## src/rtl/cond_pkg.sv

```systemverilog
package cond_pkg;
  localparam int unsigned CFG_ADDR_W = 2;
  localparam logic [CFG_ADDR_W-1:0] CFG_INV = 2'd0;
  localparam logic [CFG_ADDR_W-1:0] CFG_STR = 2'd1;
  localparam logic [CFG_ADDR_W-1:0] CFG_MON = 2'd2;
endpackage

```

## src/rtl/cond_cfg_regs.sv

```systemverilog
module cond_cfg_regs
  import cond_pkg::*;
#(
  parameter int unsigned NUM_CH = 12,
  parameter int unsigned SEL_W  = 4
) (
  input  logic                  clk_i,
  input  logic                  rst_ni,
  input  logic                  we_i,
  input  logic [CFG_ADDR_W-1:0] addr_i,
  input  logic [NUM_CH-1:0]     wdata_i,
  output logic [NUM_CH-1:0]     inv_mask_o,
  output logic [NUM_CH-1:0]     str_mask_o,
  output logic [SEL_W-1:0]      mon_sel_o
);
  always_ff @(posedge clk_i or negedge rst_ni) begin
    if (!rst_ni) begin
      inv_mask_o <= '0;
      str_mask_o <= '0;
      mon_sel_o  <= '0;
    end else if (we_i) begin
      case (addr_i)
        CFG_INV: inv_mask_o <= wdata_i;
        CFG_STR: str_mask_o <= wdata_i;
        CFG_MON: mon_sel_o  <= wdata_i[SEL_W-1:0];
        default: ;
      endcase
    end
  end


  inv_load_chk: assert property (@(posedge clk_i) disable iff (!rst_ni)
    (we_i && addr_i == CFG_INV) |=> inv_mask_o == $past(wdata_i));

  str_load_chk: assert property (@(posedge clk_i) disable iff (!rst_ni)
    (we_i && addr_i == CFG_STR) |=> str_mask_o == $past(wdata_i));

  cfg_hold_chk: assert property (@(posedge clk_i) disable iff (!rst_ni)
    !we_i |=> ($stable(inv_mask_o) && $stable(str_mask_o) && $stable(mon_sel_o)));
endmodule

```

## src/rtl/cond_channel.sv

```systemverilog
module cond_channel #(
  parameter int unsigned STRETCH_CYC = 2
) (
  input  logic clk_i,
  input  logic rst_ni,
  input  logic raw_i,
  input  logic inv_en_i,
  input  logic str_en_i,
  output logic out_o
);
  localparam int unsigned CNT_W = $clog2(STRETCH_CYC + 1);
  localparam logic [CNT_W-1:0] CNT_LOAD = CNT_W'(STRETCH_CYC);

  logic             lvl;
  logic [CNT_W-1:0] cnt_q;

  assign lvl = raw_i ^ inv_en_i;

  // hold counter runs on the inverted level; enable only gates the output
  always_ff @(posedge clk_i or negedge rst_ni) begin
    if (!rst_ni)            cnt_q <= '0;
    else if (lvl)           cnt_q <= CNT_LOAD;
    else if (cnt_q != '0)   cnt_q <= cnt_q - 1'b1;
  end

  assign out_o = lvl | (str_en_i & (cnt_q != '0));


  hold_first_chk: assert property (@(posedge clk_i) disable iff (!rst_ni)
    (lvl && str_en_i) |=> (out_o || !str_en_i));

  hold_second_chk: assert property (@(posedge clk_i) disable iff (!rst_ni)
    (lvl && str_en_i) |=> ##1 (out_o || !str_en_i));

  pass_chk: assert property (@(posedge clk_i) disable iff (!rst_ni)
    !str_en_i |-> (out_o == (raw_i ^ inv_en_i)));
endmodule

```

## src/rtl/cond_monitor.sv

```systemverilog
module cond_monitor #(
  parameter int unsigned NUM_CH = 12,
  parameter int unsigned SEL_W  = 4
) (
  input  logic              clk_i,
  input  logic              rst_ni,
  input  logic [NUM_CH-1:0] cond_i,
  input  logic [SEL_W-1:0]  sel_i,
  output logic [1:0]        mon_o
);
  localparam int unsigned SPAN = 1 << SEL_W;

  logic [SPAN-1:0] padded;

  for (genvar i = 0; i < SPAN; i++) begin : g_pad
    if (i < NUM_CH) begin : g_live
      assign padded[i] = cond_i[i];
    end else begin : g_zero
      assign padded[i] = 1'b0;
    end
  end

  assign mon_o = {2{padded[sel_i]}};


  mon_pair_chk: assert property (@(posedge clk_i) disable iff (!rst_ni)
    mon_o[0] == mon_o[1]);

  mon_range_chk: assert property (@(posedge clk_i) disable iff (!rst_ni)
    (int'(sel_i) >= NUM_CH) |-> mon_o == 2'b00);
endmodule

```

## src/rtl/input_conditioner.sv

```systemverilog
module input_conditioner
  import cond_pkg::*;
#(
  parameter int unsigned NUM_CH      = 12,
  parameter int unsigned SEL_W       = 4,
  parameter int unsigned STRETCH_CYC = 2
) (
  input  logic                  clk_i,
  input  logic                  rst_ni,
  input  logic                  cfg_we_i,
  input  logic [CFG_ADDR_W-1:0] cfg_addr_i,
  input  logic [NUM_CH-1:0]     cfg_wdata_i,
  input  logic [NUM_CH-1:0]     raw_i,
  output logic [NUM_CH-1:0]     cond_o,
  output logic [1:0]            mon_o
);
  logic [NUM_CH-1:0] inv_mask;
  logic [NUM_CH-1:0] str_mask;
  logic [SEL_W-1:0]  mon_sel;

  cond_cfg_regs #(.NUM_CH(NUM_CH), .SEL_W(SEL_W)) u_cfg (
    .clk_i      (clk_i),
    .rst_ni     (rst_ni),
    .we_i       (cfg_we_i),
    .addr_i     (cfg_addr_i),
    .wdata_i    (cfg_wdata_i),
    .inv_mask_o (inv_mask),
    .str_mask_o (str_mask),
    .mon_sel_o  (mon_sel)
  );

  for (genvar c = 0; c < NUM_CH; c++) begin : g_ch
    cond_channel #(.STRETCH_CYC(STRETCH_CYC)) u_ch (
      .clk_i    (clk_i),
      .rst_ni   (rst_ni),
      .raw_i    (raw_i[c]),
      .inv_en_i (inv_mask[c]),
      .str_en_i (str_mask[c]),
      .out_o    (cond_o[c])
    );
  end

  cond_monitor #(.NUM_CH(NUM_CH), .SEL_W(SEL_W)) u_mon (
    .clk_i  (clk_i),
    .rst_ni (rst_ni),
    .cond_i (cond_o),
    .sel_i  (mon_sel),
    .mon_o  (mon_o)
  );
endmodule

```

## config.mk

```make
export PLATFORM = sky130hd
export DESIGN_NAME = input_conditioner
export DESIGN_NICKNAME = d
export VERILOG_FILES = /design/src/rtl/cond_pkg.sv /design/src/rtl/cond_cfg_regs.sv /design/src/rtl/cond_channel.sv /design/src/rtl/cond_monitor.sv /design/src/rtl/input_conditioner.sv
export SDC_FILE = /design/constraint.sdc
export NUM_CORES = 1
export LEC_CHECK = 0
export ABC_AREA = 1
export BUFFER_PORTS_ARGS = -buffer_cell sky130_fd_sc_hd__clkbuf_2
export CAP_MARGIN = 15
export CORE_AREA = 5 5 77 79
export CTS_CLUSTER_DIAMETER = 150
export DETAILED_ROUTE_END_ITERATION = 12
export DIE_AREA = 0 0 82 84
export PLACE_DENSITY = 0.89
export SETUP_SLACK_MARGIN = 0.02
export SLEW_MARGIN = 10
export SYNTH_ARGS = -nofsm -noshare
export SYNTH_HDL_FRONTEND = slang
export SYNTH_SLANG_ARGS = --single-unit
```

## constraint.sdc

```tcl
create_clock -name clk_i -period 2.45 [get_ports clk_i]
set_input_delay 0.6125 -clock clk_i [delete_from_list [all_inputs] [get_ports clk_i]]
set_output_delay 0.6125 -clock clk_i [all_outputs]
set_load 0.005 [all_outputs]
```

# Word-level counts from Yosys, hierarchy flattened

Cells that the tools add are included.

Register bits: 52
Output and inout bits: 14
Word-level logic and storage cells: 120

Reductions and logical operators: 28
Eq/ne operators: 2
Multiplexer cells: 26
Order comparisons: 1
Bitwise logic cells: 36
Add/sub/neg operators: 12

Operators with widths:

| kind                                                                   | number |
|---|---|
| 2-bit two-way mux                                                      | 24 |
| 2-bit nonzero test                                                     | 24 |
| 2-bit by 1-bit subtractor with 2-bit output (second input constant)    | 12 |
| 1-bit AND                                                              | 12 |
| 1-bit bitwise OR                                                       | 12 |
| 1-bit bitwise XOR                                                      | 12 |
| 2-bit AND reduction                                                    | 3 |
| 4-bit by 5-bit < comparator with 1-bit output (second input constant)  | 1 |
| 1-bit binary-select mux with 4-bit select                              | 1 |
| 2-bit by 1-bit equality test with 1-bit output (second input constant) | 1 |
| 2-bit equality test (second input constant)                            | 1 |
| 2-bit logical NOT                                                      | 1 |
| 1-bit two-way mux                                                      | 1 |

# Longest topological paths before layout

Gate-level depths: netlist (run 1).

Depth in word-level cells: 5
Depth in mapped cells: 10
Gate-level depth less buffers: 9

# By module

From an unflattened synthesis (run 1), not the netlist that was laid out.

Cells, all modules: 447
Area total of the unflattened synthesis: 2996.6 um2

By module, submodules not included:

| module        | times used | cells an instance | area each (um2) |
|---|---|---|---|
| cond_channel  | 12         | 24                | 141.4 |
| cond_cfg_regs | 1          | 126               | 1154.9 |
| cond_monitor  | 1          | 33                | 145.1 |

# Worst setup path after synthesis (run 1)

Ideal clock, no wire load.

Path kind: in2out
Start point: input raw_i[9]
End point: output mon_o[1]
Cell stages on the path: 7
Slack: 497 ps
Required time: 1837 ps
Arrival time: 1340 ps
Path buffers: 1
Cells stage by stage: xnor2_1 -> o211ai_1 -> nand3_2 -> nand2_1 -> nand2_1 -> nand2_1 -> buf_4

Longest elaborated chain between the ends: 4

RTL lines:

| item                                      | line                    | source |
|---|---|---|
| from (decl)                               | input_conditioner.sv:13 | `input logic [NUM_CH-1:0] raw_i,` |
| 1-bit bitwise XOR                         | cond_channel.sv:17      | `assign lvl = raw_i ^ inv_en_i;` |
| 1-bit bitwise OR                          | cond_channel.sv:26      | `assign out_o = lvl \| (str_en_i & (cnt_q != '0));` |
| 1-bit binary-select mux with 4-bit select | cond_monitor.sv:23      | `assign mon_o = {2{padded[sel_i]}};` |
| 1-bit two-way mux (implied by the code)   | cond_monitor.sv:23      |  |
| to (decl)                                 | input_conditioner.sv:15 | `output logic [1:0] mon_o` |

Every way passes these cells. The select of a mux whose other input is x is not followed.

# Final worst setup path (run 1)

Start point: register g_ch[11].u_ch.cnt_q[0]
End point: output mon_o[1]

Longest elaborated chain between the ends: 5

RTL lines:

| item                                      | line               | source |
|---|---|---|
| from (decl)                               | cond_channel.sv:15 | `logic [CNT_W-1:0] cnt_q;` |
| from (signal assigned)                    | cond_channel.sv:23 | `else if (cnt_q != '0) cnt_q <= cnt_q - 1'b1;` |
| 2-bit nonzero test                        | cond_channel.sv:26 |  |
| 1-bit AND                                 | cond_channel.sv:26 |  |
| 1-bit bitwise OR                          | cond_channel.sv:26 |  |
| 1-bit binary-select mux with 4-bit select | cond_monitor.sv:23 |  |
| 1-bit two-way mux (implied by the code)   | cond_monitor.sv:23 |  |

Every way passes these cells. The select of a mux whose other input is x is not followed.

==> results of run 1 <==
cell usage in the layout (no fill, tap or decap), types with 3 or more instances in the layout:
| master | n |
|---|---|
| xor2_1 | 4 |
| xnor2_2 | 3 |
| o211ai_1 | 12 |
| buf_4 | 4 |
| ha_1 | 9 |
| clkbuf_2 | 42 |
| nand2_1 | 95 |
| dfrtp_1 | 52 |
| inv_1 | 69 |
| nand3_1 | 32 |
| nor2_1 | 7 |
| o21ai_1 | 30 |
| clkbuf_8 | 5 |
worst register-to-register path, delay by kind of cell (launching register included):
| kind | cells | cell delay (ns) |
|---|---|---|
| xor gates and xnor gates | 1 | 0.17 |
| adders and majority gates | 1 | 0.25 |
| buffers and inverters | 1 | 0.06 |
| DFF | 1 | 0.40 |
| and+or+nand+nor | 1 | 0.06 |
state kept, by name, summed over array words and instances, names as in the netlist:
signal / cells
u_cfg.str_mask_o: 12
u_cfg.mon_sel_o: 4
u_cfg.inv_mask_o: 12
g_ch.u_ch.cnt_q: 24
final cells by class:
class / instances / share of cell area (%)
Timing Repair Buffer: 46 / 7.745
Multi-Input combinational cell: 203 / 35.34
Inverter: 71 / 8.592
Clock inverter: 2 / 1.129
Sequential cell: 52 / 41.95
Clock buffer: 6 / 2.340
Tap cell: 72 / 2.904
per-stage QoR:
stage / util, % / power, uW / cells
after floorplan: - / 2069 / 344
after global placement: 56.34 / 2207 / 443
after detailed placement: 56.34 / 2298 / 443
after CTS: 58.38 / 2889 / 451
after global routing: 58.86 / 3157 / 452
final: 58.86 / 2875 / 452
routing by layer:
metal  GRT usage, %  routed length (um)
met2          29.32                2530
met3          4.752                 333
met5              0                   0
met1          22.04                2222
met4          5.136                  80
cell usage after synthesis (all sizes together):
library cell / n
nand2: 96
inv: 71
dfrtp: 52
o21ai: 34
nand3: 33
buf: 18
ha: 12
o211ai: 12
nor2: 7
xnor2: 5
xor2: 4
kinds of logic (layout without fill, tap and decap cells):
group                      Yosys count  in the layout  share of synthesized area (%)
AOI/OAI and AO/OA                   46             46                          9.670
xor gates and xnor gates             9              9                          3.660
adders and majority gates           12             12                          5.422
buffers and inverters               89            125                          14.05
DFF                                 52             52                          47.00
and+or+nand+nor                    136            136                          20.20
what timing repair did:
action / 4_1_cts / 5_1_grt
hold buffers: 0 / 0
gates resized for setup: 0 / 5
setup buffers: 0 / 1
setup endpoints to repair: 0 / 2
endpoints found under the hold margin: 0 / 0
worst max-delay path by stage:
stage / start / endpoint / slack [ns] / cells after the start
after detailed placement: raw_i[9] / mon_o[1] / 0.33 / 8
after global placement: raw_i[9] / mon_o[1] / 0.34 / 8
after CTS: g_ch[11].u_ch.cnt_q[0]$_DFFE_PN0P_ / mon_o[1] / 0.1 / 10
final: g_ch[11].u_ch.cnt_q[0]$_DFFE_PN0P_ / mon_o[1] / 0.18 / 10
after floorplan: raw_i[9] / mon_o[1] / 0.50 / 7
after global routing: g_ch[2].u_ch.cnt_q[0]$_DFFE_PN0P_ / mon_o[0] / 0.03 / 10
power groups by stage:
stage	logic, uW	clock network (uW)	registers, uW
floorplan	842	0	1230
global placement	953	0	1250
detailed placement	1030	0	1270
CTS	1040	598	1250
global route	1240	633	1290
finish	1040	582	1250
==> results.md, run 1 <==
* Layout cell share with drive strength beyond 1 at between 15 and 20%
* Post-place setup slack at about 0.33 ns
* Synth unique cells at 18
* TritonRoute pass-1 iters at 4
* Post-route setup TNS at 0 ns
* Die Y at between 80 and 90 um
* Syn Std Cell Area at 2769 um^2
* Clock power share at approximately 20%
* Fmax at between 0.4 and 0.5 GHz
* Synth-to-layout area growth at 12.02%
* Final wirelength at between 5000 and 6000 um
* NumNets Final at 420
* Switching pwr at 1017 uW
* Clk sinks at between 50 and 60
* Cell area after layout at about 3100 um^2
* CP max stage delay at ~0.37 ns
* Horiz. Die Dim at 82 um
* Area contributors post-synth: dfrtp_1 (47%), nand2_1 (13%), inv_1 (9.5%)
* Comb pwr share at between 30% and 40%
* Residual DRC at 0
* DIE AREA at 6888 um^2
* Worst-path maximum fanout at 4
* # setup viols final at 0
* Fillers at 505
* Area taken by multi-input logic gates at between 1000 and 1500 um^2
* CP dominant cell by count: nand2_1
* Maximum VDD drop at 0.6926 mV
* IO buf count at 42
* Worst Hold Class: input pin to async pin
* Post-synth top area share at between 40 and 50%
* Mapped Nets at slightly below 400
* Required @ worst endpoint at about 1.8 ns
* Initial detailed-routing violation count at ~160
* Final clock skew at approximately 0.015 ns
* Hpwl dp at a little under 4000 um
* Crit path launch type: register
* Kind of critical path: register to output pin
* Switching share of power at a little over a third
* Vias at between 2k and 2.5k
* Delay-heaviest family, CP: simple AND/OR/NAND/NOR gates
* Root Driver: clkbuf_8
* Maximum clock path buffer count at 2
* Reg2reg path depth at 4
* Max-slew headroom at 46.50%
* Flop2flop setup slack at around 1.4 ns
* Crit path buf inv count at 2
* Via density at 4.869
* Area after DPL at roughly 3000 um^2
* Post-route setup slack at 0.1758 ns
* Worst slew pin tran at ~0.8 ns
* Final Hold Viols at 0
* Flops & latches, synth at 52
* Pwr/cell area at 927.1 nW/um^2
* Cell Int Power at ~1900 uW
* Sequential area share after synthesis at 47.00%
* Remaining antenna violation count after routing at 0
* CTS tree: built
* Final Cycle Share at 92.82%
* GRT Util Overall at between 10% and 20%
* Largest area contributor in the netlist: dfrtp_1
* Synth warn at 0
* Seq pwr share at 43.5%
* Maxcap violations at 0
* Largest net degree at the start of global routing at 28
* Vias in the first global route at between 2k and 2.5k
* Gpl congestion at about 0.75
* Core Rows at 27
* Cells along the critical path: inv_1, ha_1, o21ai_2, nand2_1, nand2_1, nand2_1, nand2_1, nand2_1, nand2_1, clkbuf_2
* Clock transition at path regs at ~0.10 ns
* WL/cell at between 10 and 15 um
* Outcome: finished, final reports clean
* Grt ovf at 0
* Clock Latency Late Sink at between 0.3 and 0.4 ns
* I/O pin cnt at between 40 and 50
* Slew Viols, Final at 0
* Unrepaired setup endpoints after global routing: false
* Hold WS at between 0.09 and 0.1 ns
* Leak pwr at approximately 0.0017 uW
* First-pass GRT wire length at 9591 um
* Core area at around 5300 um^2
* Worst reg2reg startpoint: g_ch[11].u_ch.cnt_q[0]$_DFFE_PN0P_
* Initial Util at 52.54%
* Reg area at 1301 um^2
* Slowest-stage cell, CP: dfrtp_1
* CTS Buf Count at 5
* Crit path time final at 2.274 ns
* Crit Reg-Reg Endpoint: g_ch[11].u_ch.cnt_q[0]$_DFFE_PN0P_
* Syn Area/Cell at a little over 8 um^2
* Initial antenna violation count at 0
* Synth Instances at around 340
* N_diodes at 0
* Critical path arrival at 1.66 ns
* CP Capture Type: output pin
* H-tree depth at 2
Power figures use the tool's default switching activity.
==> run 2: changes to the inputs <==
--- a/config.mk
+++ b/config.mk
@@ -8,11 +8,12 @@
 export ABC_AREA = 1
 export BUFFER_PORTS_ARGS = -buffer_cell sky130_fd_sc_hd__clkbuf_2
 export CAP_MARGIN = 15
-export CORE_AREA = 5 5 77 79
+export CORE_AREA = 5 5 74 76
 export CTS_CLUSTER_DIAMETER = 150
 export DETAILED_ROUTE_END_ITERATION = 12
-export DIE_AREA = 0 0 82 84
-export PLACE_DENSITY = 0.89
+export DIE_AREA = 0 0 79 81
+export GPL_TIMING_DRIVEN = 0
+export PLACE_DENSITY = 0.94
 export SETUP_SLACK_MARGIN = 0.02
 export SLEW_MARGIN = 10
 export SYNTH_ARGS = -nofsm -noshare
==> run 2 against run 1 <==
  * Sequential power about the same
  * Non-clock buffer count grew 22
  * Largest cell class unchanged
  * Critical path type unchanged
  * Utilization rose by 12 points
  * Sequential share of layout area shrank 2.8 points
  * First-iteration DRC count is 8.8% higher
  * Setup slack got worse by 0.052 ns
  * Clock skew is 0.0080 ns lower
  * Sequential cell count did not move
==> results.md, run 2 (synthesized netlist as in run 1, its figures left out) <==
* Worst Hold Class: input pin to async pin
* N_diodes at 0 (unchanged)
* Residual DRC at 0 (unchanged)
* Layout cell share with drive strength beyond 1 at 29.43% (+12 points)
* Most frequent cells in the layout: nand2_1 (90), inv_1 (57), dfrtp_1 (52), clkbuf_2 (41), o21ai_1 (30)
* Clock transition at path regs at 0.09 ns (about the same)
* Maximum clock path buffer count at 2 (unchanged)
* NumNets Final at 442 (+5.2%)
* Final wirelength at 5898 um (+14%)
* WL/cell at 12.96 um (+13%)
* Delay-heaviest family, CP: simple AND/OR/NAND/NOR gates
* CTS tree: built
* Most flops, register: g_ch.u_ch.cnt_q
* Gpl congestion at 0.7629 (+2.2%)
* Largest net degree at the start of global routing at 53 (+89%)
* Max-slew headroom at 53.24% (+6.7 points)
* Crit path buf inv count at 4 (+2)
* CP max stage delay at 0.40 ns (+0.03 ns)
* Crit path time final at 2.326 ns (+0.05206 ns)
* Hold WS at 0.3581 ns (+0.2631 ns)
* Maxcap violations at 0 (unchanged)
* Kind of critical path: register to output pin
* Outcome: finished, final reports clean
* Grt ovf at 0 (unchanged)
* TritonRoute pass-1 iters at 4 (unchanged)
* CP Capture Type: output pin
* Die Y at 81 um (-3.6%)
* Core area at 4661 um^2 (-12%)
* # setup viols final at 0 (unchanged)
* IO buf count at 42 (unchanged)
* I/O pin cnt at 43 (unchanged)
* Maximum VDD drop at 0.5869 mV (-15%)
* CTS Buf Count at 5 (unchanged)
* Unrepaired setup endpoints after global routing: false
* Initial detailed-routing violation count at 173 (+8.8%)
* Vias at 2322 (+5.5%)
* Clock Latency Late Sink at 0.31 ns (about the same)
* Worst path depth at 11 (+1)
* CP dominant cell by count: nand3_2
* Post-route setup TNS at 0 ns (unchanged)
* Biggest regs: g_ch.u_ch.cnt_q (24), u_cfg.inv_mask_o (12), u_cfg.str_mask_o (12)
* Leading cell type in the layout, fill and taps excluded: nand2_1
* Initial Util at 59.41% (+6.9 points)
* Synth-to-layout area growth at 19.97%
* Remaining antenna violation count after routing at 0 (unchanged)
* Final Hold Viols at 0 (unchanged)
* Pwr/cell area at 939.3 nW/um^2 (+1.3%)
* Root Driver: clkbuf_8
* Crit path launch: g_ch[0].u_ch.cnt_q[0]$_DFFE_PN0P_
* Slowest-stage cell, CP: dfrtp_1
* Crit path launch type: register
* Slew Viols, Final at 0 (unchanged)
* Core Rows at 25 (-7.4%)
* Final clock skew at 0.006466 ns (-0.008041 ns)
* Via density at 5.103 (+4.8%)
* Fillers at 326 (-35%)
* Clk sinks at 52 (unchanged)
* Initial antenna violation count at 0 (unchanged)
* Worst reg2reg startpoint: g_ch[9].u_ch.cnt_q[1]$_DFFE_PN0P_
* Vias in the first global route at 2250 (+0.49%)
* Fmax at 0.4299 GHz (-2.2%)
* Cells along the critical path: inv_2, ha_2, inv_2, nand2_1, nand3_1, nand3_2, nand3_2, nand3_2, nand2_2, buf_4, clkbuf_2
* Hpwl dp at 4271 um (+7.6%)
* Required @ worst endpoint at 1.84 ns (about the same)
* Leak pwr at 0.001820 uW (+4.9%)
* Worst slew pin tran at 0.7014 ns (-0.09911 ns)
* Largest register FFs at 24 (unchanged)
* Worst-path maximum fanout at 4 (unchanged)
* # hold bufs at CTS at 0 (unchanged)
* Power Total at 3120 uW (+8.5%)
* Reg2reg path depth at 3 (-1)
* Critical path arrival at 1.71 ns (+0.05 ns)
* Horiz. Die Dim at 79 um (-3.7%)
* First-pass GRT wire length at 9501 um (-0.94%)
* GRT Util Overall at 19.14% (+1.5 points)
* H-tree depth at 2 (unchanged)
* Final Cycle Share at 94.95% (+2.1 points)
* DIE AREA at 6399 um^2 (-7.1%)
## run 2: cell types whose count changed in the layout (fill, tap and decap cells not counted), moves of 9 or more
| cell | change |
|---|---|
| buf_4 | +17 |
| inv_2 | +12 |
| ha_1 | -9 |
| inv_1 | -12 |
## run 2: what timing repair did
action,CTS,global route
setup buffers,0,8
resized for setup,2,40
pin swaps,0,11
setup endpoints to repair,1,2
## run 2: path summary, 6_finish.rpt
| check | end | slack (ns) |
|---|---|---|
| max | mon_o[1] | 0.12 |
| min | g_ch[11].u_ch.cnt_q[0]$_DFFE_PN0P_ | 0.36 |
| max reg2reg | g_ch[9].u_ch.cnt_q[1]$_DFFE_PN0P_ | 1.36 |
| min reg2reg | u_cfg.str_mask_o[6]$_DFFE_PN0P_ | 0.50 |
| max in group asynchronous | g_ch[10].u_ch.cnt_q[1]$_DFFE_PN0P_ | 1.62 |
| min in group clk_i | u_cfg.str_mask_o[6]$_DFFE_PN0P_ | 0.50 |
## run 2: metal layers
metal  track usage (%)  up-vias  wire (um)
met1             21.90     1083       2486
met3             4.545       11        235
met2             33.59       51       3046
met5                 0        -          0
li1                  -     1177          -
met4             9.622        0        129
## run 2: worst register-to-register path: cells and delay by family (launching register included)
| family | cells | cell delay [ns] |
|---|---|---|
| AOI/OAI and AO/OA | 1 | 0.24 |
| adders and majority gates | 1 | 0.27 |
| buffers and inverters | 1 | 0.08 |
| DFF | 1 | 0.41 |
## run 2: area by class of cell
class,count,area [um^2],share of cell area (%)
multi-input combinational,203,1214,36.53
clock buffer,6,72.57,2.185
inverter,71,266.5,8.023
clock inverter,1,5.005,0.1507
timing repair buffer,50,272.8,8.211
buffer,18,122.6,3.691
tap,54,67.56,2.034
sequential,52,1301,39.17
## run 2: power breakdown
part / internal, uW / switching (uW)
Combinational: 665 / 716
Clock: 195 / 272
Sequential: 1100 / 169
## run 2: metrics by stage
step / setup slack [ns] / cell area [um^2] / util, % / cells
3_5_place_dp: 0.1448 / 3049 / 65.42 / 440
4_1_cts: 0.02940 / 3132 / 67.19 / 447
5_1_grt: 0.01156 / 3322 / 71.28 / 455
3_3_place_gp: 0.1980 / 3047 / 65.37 / 440
2_1_floorplan: 0.4972 / 2769 / - / 344
6_report: 0.1237 / 3322 / 71.28 / 455
==> run 3: changes to the inputs <==
--- a/config.mk
+++ b/config.mk
@@ -9,6 +9,7 @@
 export BUFFER_PORTS_ARGS = -buffer_cell sky130_fd_sc_hd__clkbuf_2
 export CAP_MARGIN = 15
 export CORE_AREA = 5 5 74 76
+export CTS_BUF_LIST = sky130_fd_sc_hd__clkbuf_16
 export CTS_CLUSTER_DIAMETER = 150
 export DETAILED_ROUTE_END_ITERATION = 12
 export DIE_AREA = 0 0 79 81
==> run 3 against run 2 <==
  * Clock skew decreased by 0.0021 ns
  * Die area unchanged
  * Clock power increased by 41%
  * Final cell count decreased by 1.5%
  * Largest cell class unchanged
==> results.md, run 3 (synthesized netlist as in run 1, its figures left out) <==
* Biggest regs: g_ch.u_ch.cnt_q (24), u_cfg.inv_mask_o (12), u_cfg.str_mask_o (12)
* Leak pwr at 0.001823 uW (+0.16%)
* Outcome: finished, final reports clean
* Pwr/cell area at 972.4 nW/um^2 (+3.5%)
* Max-slew headroom at 53.92% (+0.68 points)
* Final clock skew at 0.004325 ns (-0.002141 ns)
* Crit path time final at 2.316 ns (-0.009792 ns)
* H-tree depth at 2 (unchanged)
* Core Rows at 25 (unchanged)
* Maximum clock path buffer count at 2 (unchanged)
* Hpwl dp at 4271 um (unchanged)
* Post-place setup slack at 0.1448 ns (unchanged)
* Worst slew pin tran at 0.6912 ns (-0.01020 ns)
* Gpl congestion at 0.7629 (unchanged)
* Layout cell share with drive strength beyond 1 at 24.62% (-4.8 points)
* Worst-path maximum fanout at 4 (unchanged)
* WL/cell at 13.19 um (+1.8%)
* Largest net degree at the start of global routing at 53 (unchanged)
* IO buf count at 42 (unchanged)
* Vias at 2312 (-0.43%)
* Leading cell type in the layout, fill and taps excluded: nand2_1
* Remaining antenna violation count after routing at 0 (unchanged)
* Core area at 4661 um^2 (unchanged)
* Worst Hold Class: input pin to async pin
* Kind of critical path: register to output pin
* Initial detailed-routing violation count at 204 (+18%)
* Maxcap violations at 0 (unchanged)
* N_diodes at 0 (unchanged)
* Slew Viols, Final at 0 (unchanged)
* Unrepaired setup endpoints after global routing: false
* I/O pin cnt at 43 (unchanged)
* Synth-to-layout area growth at 19.11%
* # setup viols final at 0 (unchanged)
* Maximum VDD drop at 0.5086 mV (-13%)
* Fmax at 0.4317 GHz (+0.42%)
* CTS tree: built
* Root Driver: clkbuf_16
* NumNets Final at 435 (-1.6%)
* CP Capture Type: output pin
* Largest register FFs at 24 (unchanged)
* Initial Util at 59.41% (unchanged)
* Final wirelength at 5911 um (+0.22%)
* Critical path arrival at 1.70 ns (about the same)
* TritonRoute pass-1 iters at 4 (unchanged)
* Cell area after layout at 3298 um^2 (-0.72%)
* Clock Latency Late Sink at 0.29 ns (-0.02 ns)
* Crit path launch type: register
* Clk sinks at 52 (unchanged)
* Fillers at 336 (+3.1%)
* First-pass GRT wire length at 9653 um (+1.6%)
* Worst reg2reg startpoint: g_ch[9].u_ch.cnt_q[1]$_DFFE_PN0P_
* Grt ovf at 0 (unchanged)
* Most flops, register: g_ch.u_ch.cnt_q
* Final Hold Viols at 0 (unchanged)
* Vias in the first global route at 2268 (+0.80%)
* Final Cycle Share at 94.55% (-0.40 points)
* Required @ worst endpoint at 1.84 ns (about the same)
* Area after DPL at 3049 um^2 (unchanged)
* # hold bufs at CTS at 0 (unchanged)
* GRT Util Overall at 19.40% (+0.26 points)
* Post-route setup TNS at 0 ns (unchanged)
* CTS Buf Count at 5 (unchanged)
* Clock transition at path regs at 0.06 ns (-0.03 ns)
* Residual DRC at 0 (unchanged)
* Die Y at 81 um (unchanged)
* Crit path launch: g_ch[11].u_ch.cnt_q[0]$_DFFE_PN0P_
* Initial antenna violation count at 0 (unchanged)
* Via density at 5.161 (+1.1%)
* Horiz. Die Dim at 79 um (unchanged)
* DIE AREA at 6399 um^2 (unchanged)
* Most frequent cells in the layout: nand2_1 (92), inv_1 (63), dfrtp_1 (52), clkbuf_2 (41), o21ai_1 (30)
* Post-route setup slack at 0.1335 ns (+0.009792 ns)
==> run 3: cell count changes in the layout (fill, tap and decap cells not counted), sizes merged <==
| cell | change |
|---|---|
| clkbuf | -1 |
| buf | -7 |
| inv | +1 |
==> run 3: power breakdown <==
part	switching [uW]	internal (uW)	leakage [uW]	total (uW)
clock	292	368	0.0000709	660
combinational	690	588	0.00113	1280
sequential	163	1110	0.000626	1270
==> run 3: through the flow <==
step / total power, uW / cells / utilization (%) / hold WS (ns)
final: 3207 / 448 / 70.77 / 0.3850
after global placement: 2283 / 440 / 65.37 / 0.4717
after floorplan: 2069 / 344 / - / 0.3169
after detailed placement: 2393 / 440 / 65.42 / 0.4773
after global routing: 3476 / 448 / 70.77 / 0.4643
after CTS: 3054 / 447 / 68.30 / 0.4250
==> run 3: final cells by class <==
type	instances	area, um^2	share of cell area, %
flip-flops and latches	52	1301	39.45
multi-input cells	203	1186	35.96
inverters	71	266.5	8.080
repair buffers	43	220.2	6.677
clock buffers	5	125.1	3.794
plain buffers	18	122.6	3.718
well taps	54	67.56	2.049
clock inverters	2	8.758	0.2656
==> run 3: worst max-delay path, cell delays in order, from the launching register on <==
cell and delay (ns):
dfrtp_1 0.37, inv_1 0.05, ha_1 0.25, o21ai_2 0.18, nand2_1 0.07, nand2_1 0.06
nand2_1 0.05, nand2_1 0.06, nand2_1 0.06, nand2_2 0.08, buf_4 0.10, clkbuf_2 0.10
==> run 3: worst paths after layout <==
path,endpoint,slack (ns),cells after the start
max reg2reg,g_ch[9].u_ch.cnt_q[0]$_DFFE_PN0P_,1.39,4
min reg2reg,g_ch[0].u_ch.cnt_q[1]$_DFFE_PN0P_,0.49,2
max,mon_o[1],0.13,11
min,g_ch[11].u_ch.cnt_q[0]$_DFFE_PN0P_,0.39,1
max in group asynchronous,g_ch[5].u_ch.cnt_q[1]$_DFFE_PN0P_,1.60,1
min in group clk_i,g_ch[0].u_ch.cnt_q[1]$_DFFE_PN0P_,0.49,2
==> run 3: metal layers <==
| metal | track usage [%] | up-vias | wire, um | part of all wire (%) |
|---|---|---|---|---|
| met5 | 0 | - | 0 | 0 |
| met4 | 10.31 | 0 | 140 | 2.4 |
| met3 | 4.102 | 14 | 253 | 4.3 |
| met2 | 34.34 | 54 | 3059 | 52 |
| met1 | 22.02 | 1081 | 2458 | 42 |
| li1 | - | 1163 | - | - |
==> run 3: what timing repair did <==
| item | in CTS | in global routing |
|---|---|---|
| setup buffers | 0 | 1 |
| endpoints found under the setup margin | 0 | 2 |
| resized for setup | 0 | 28 |
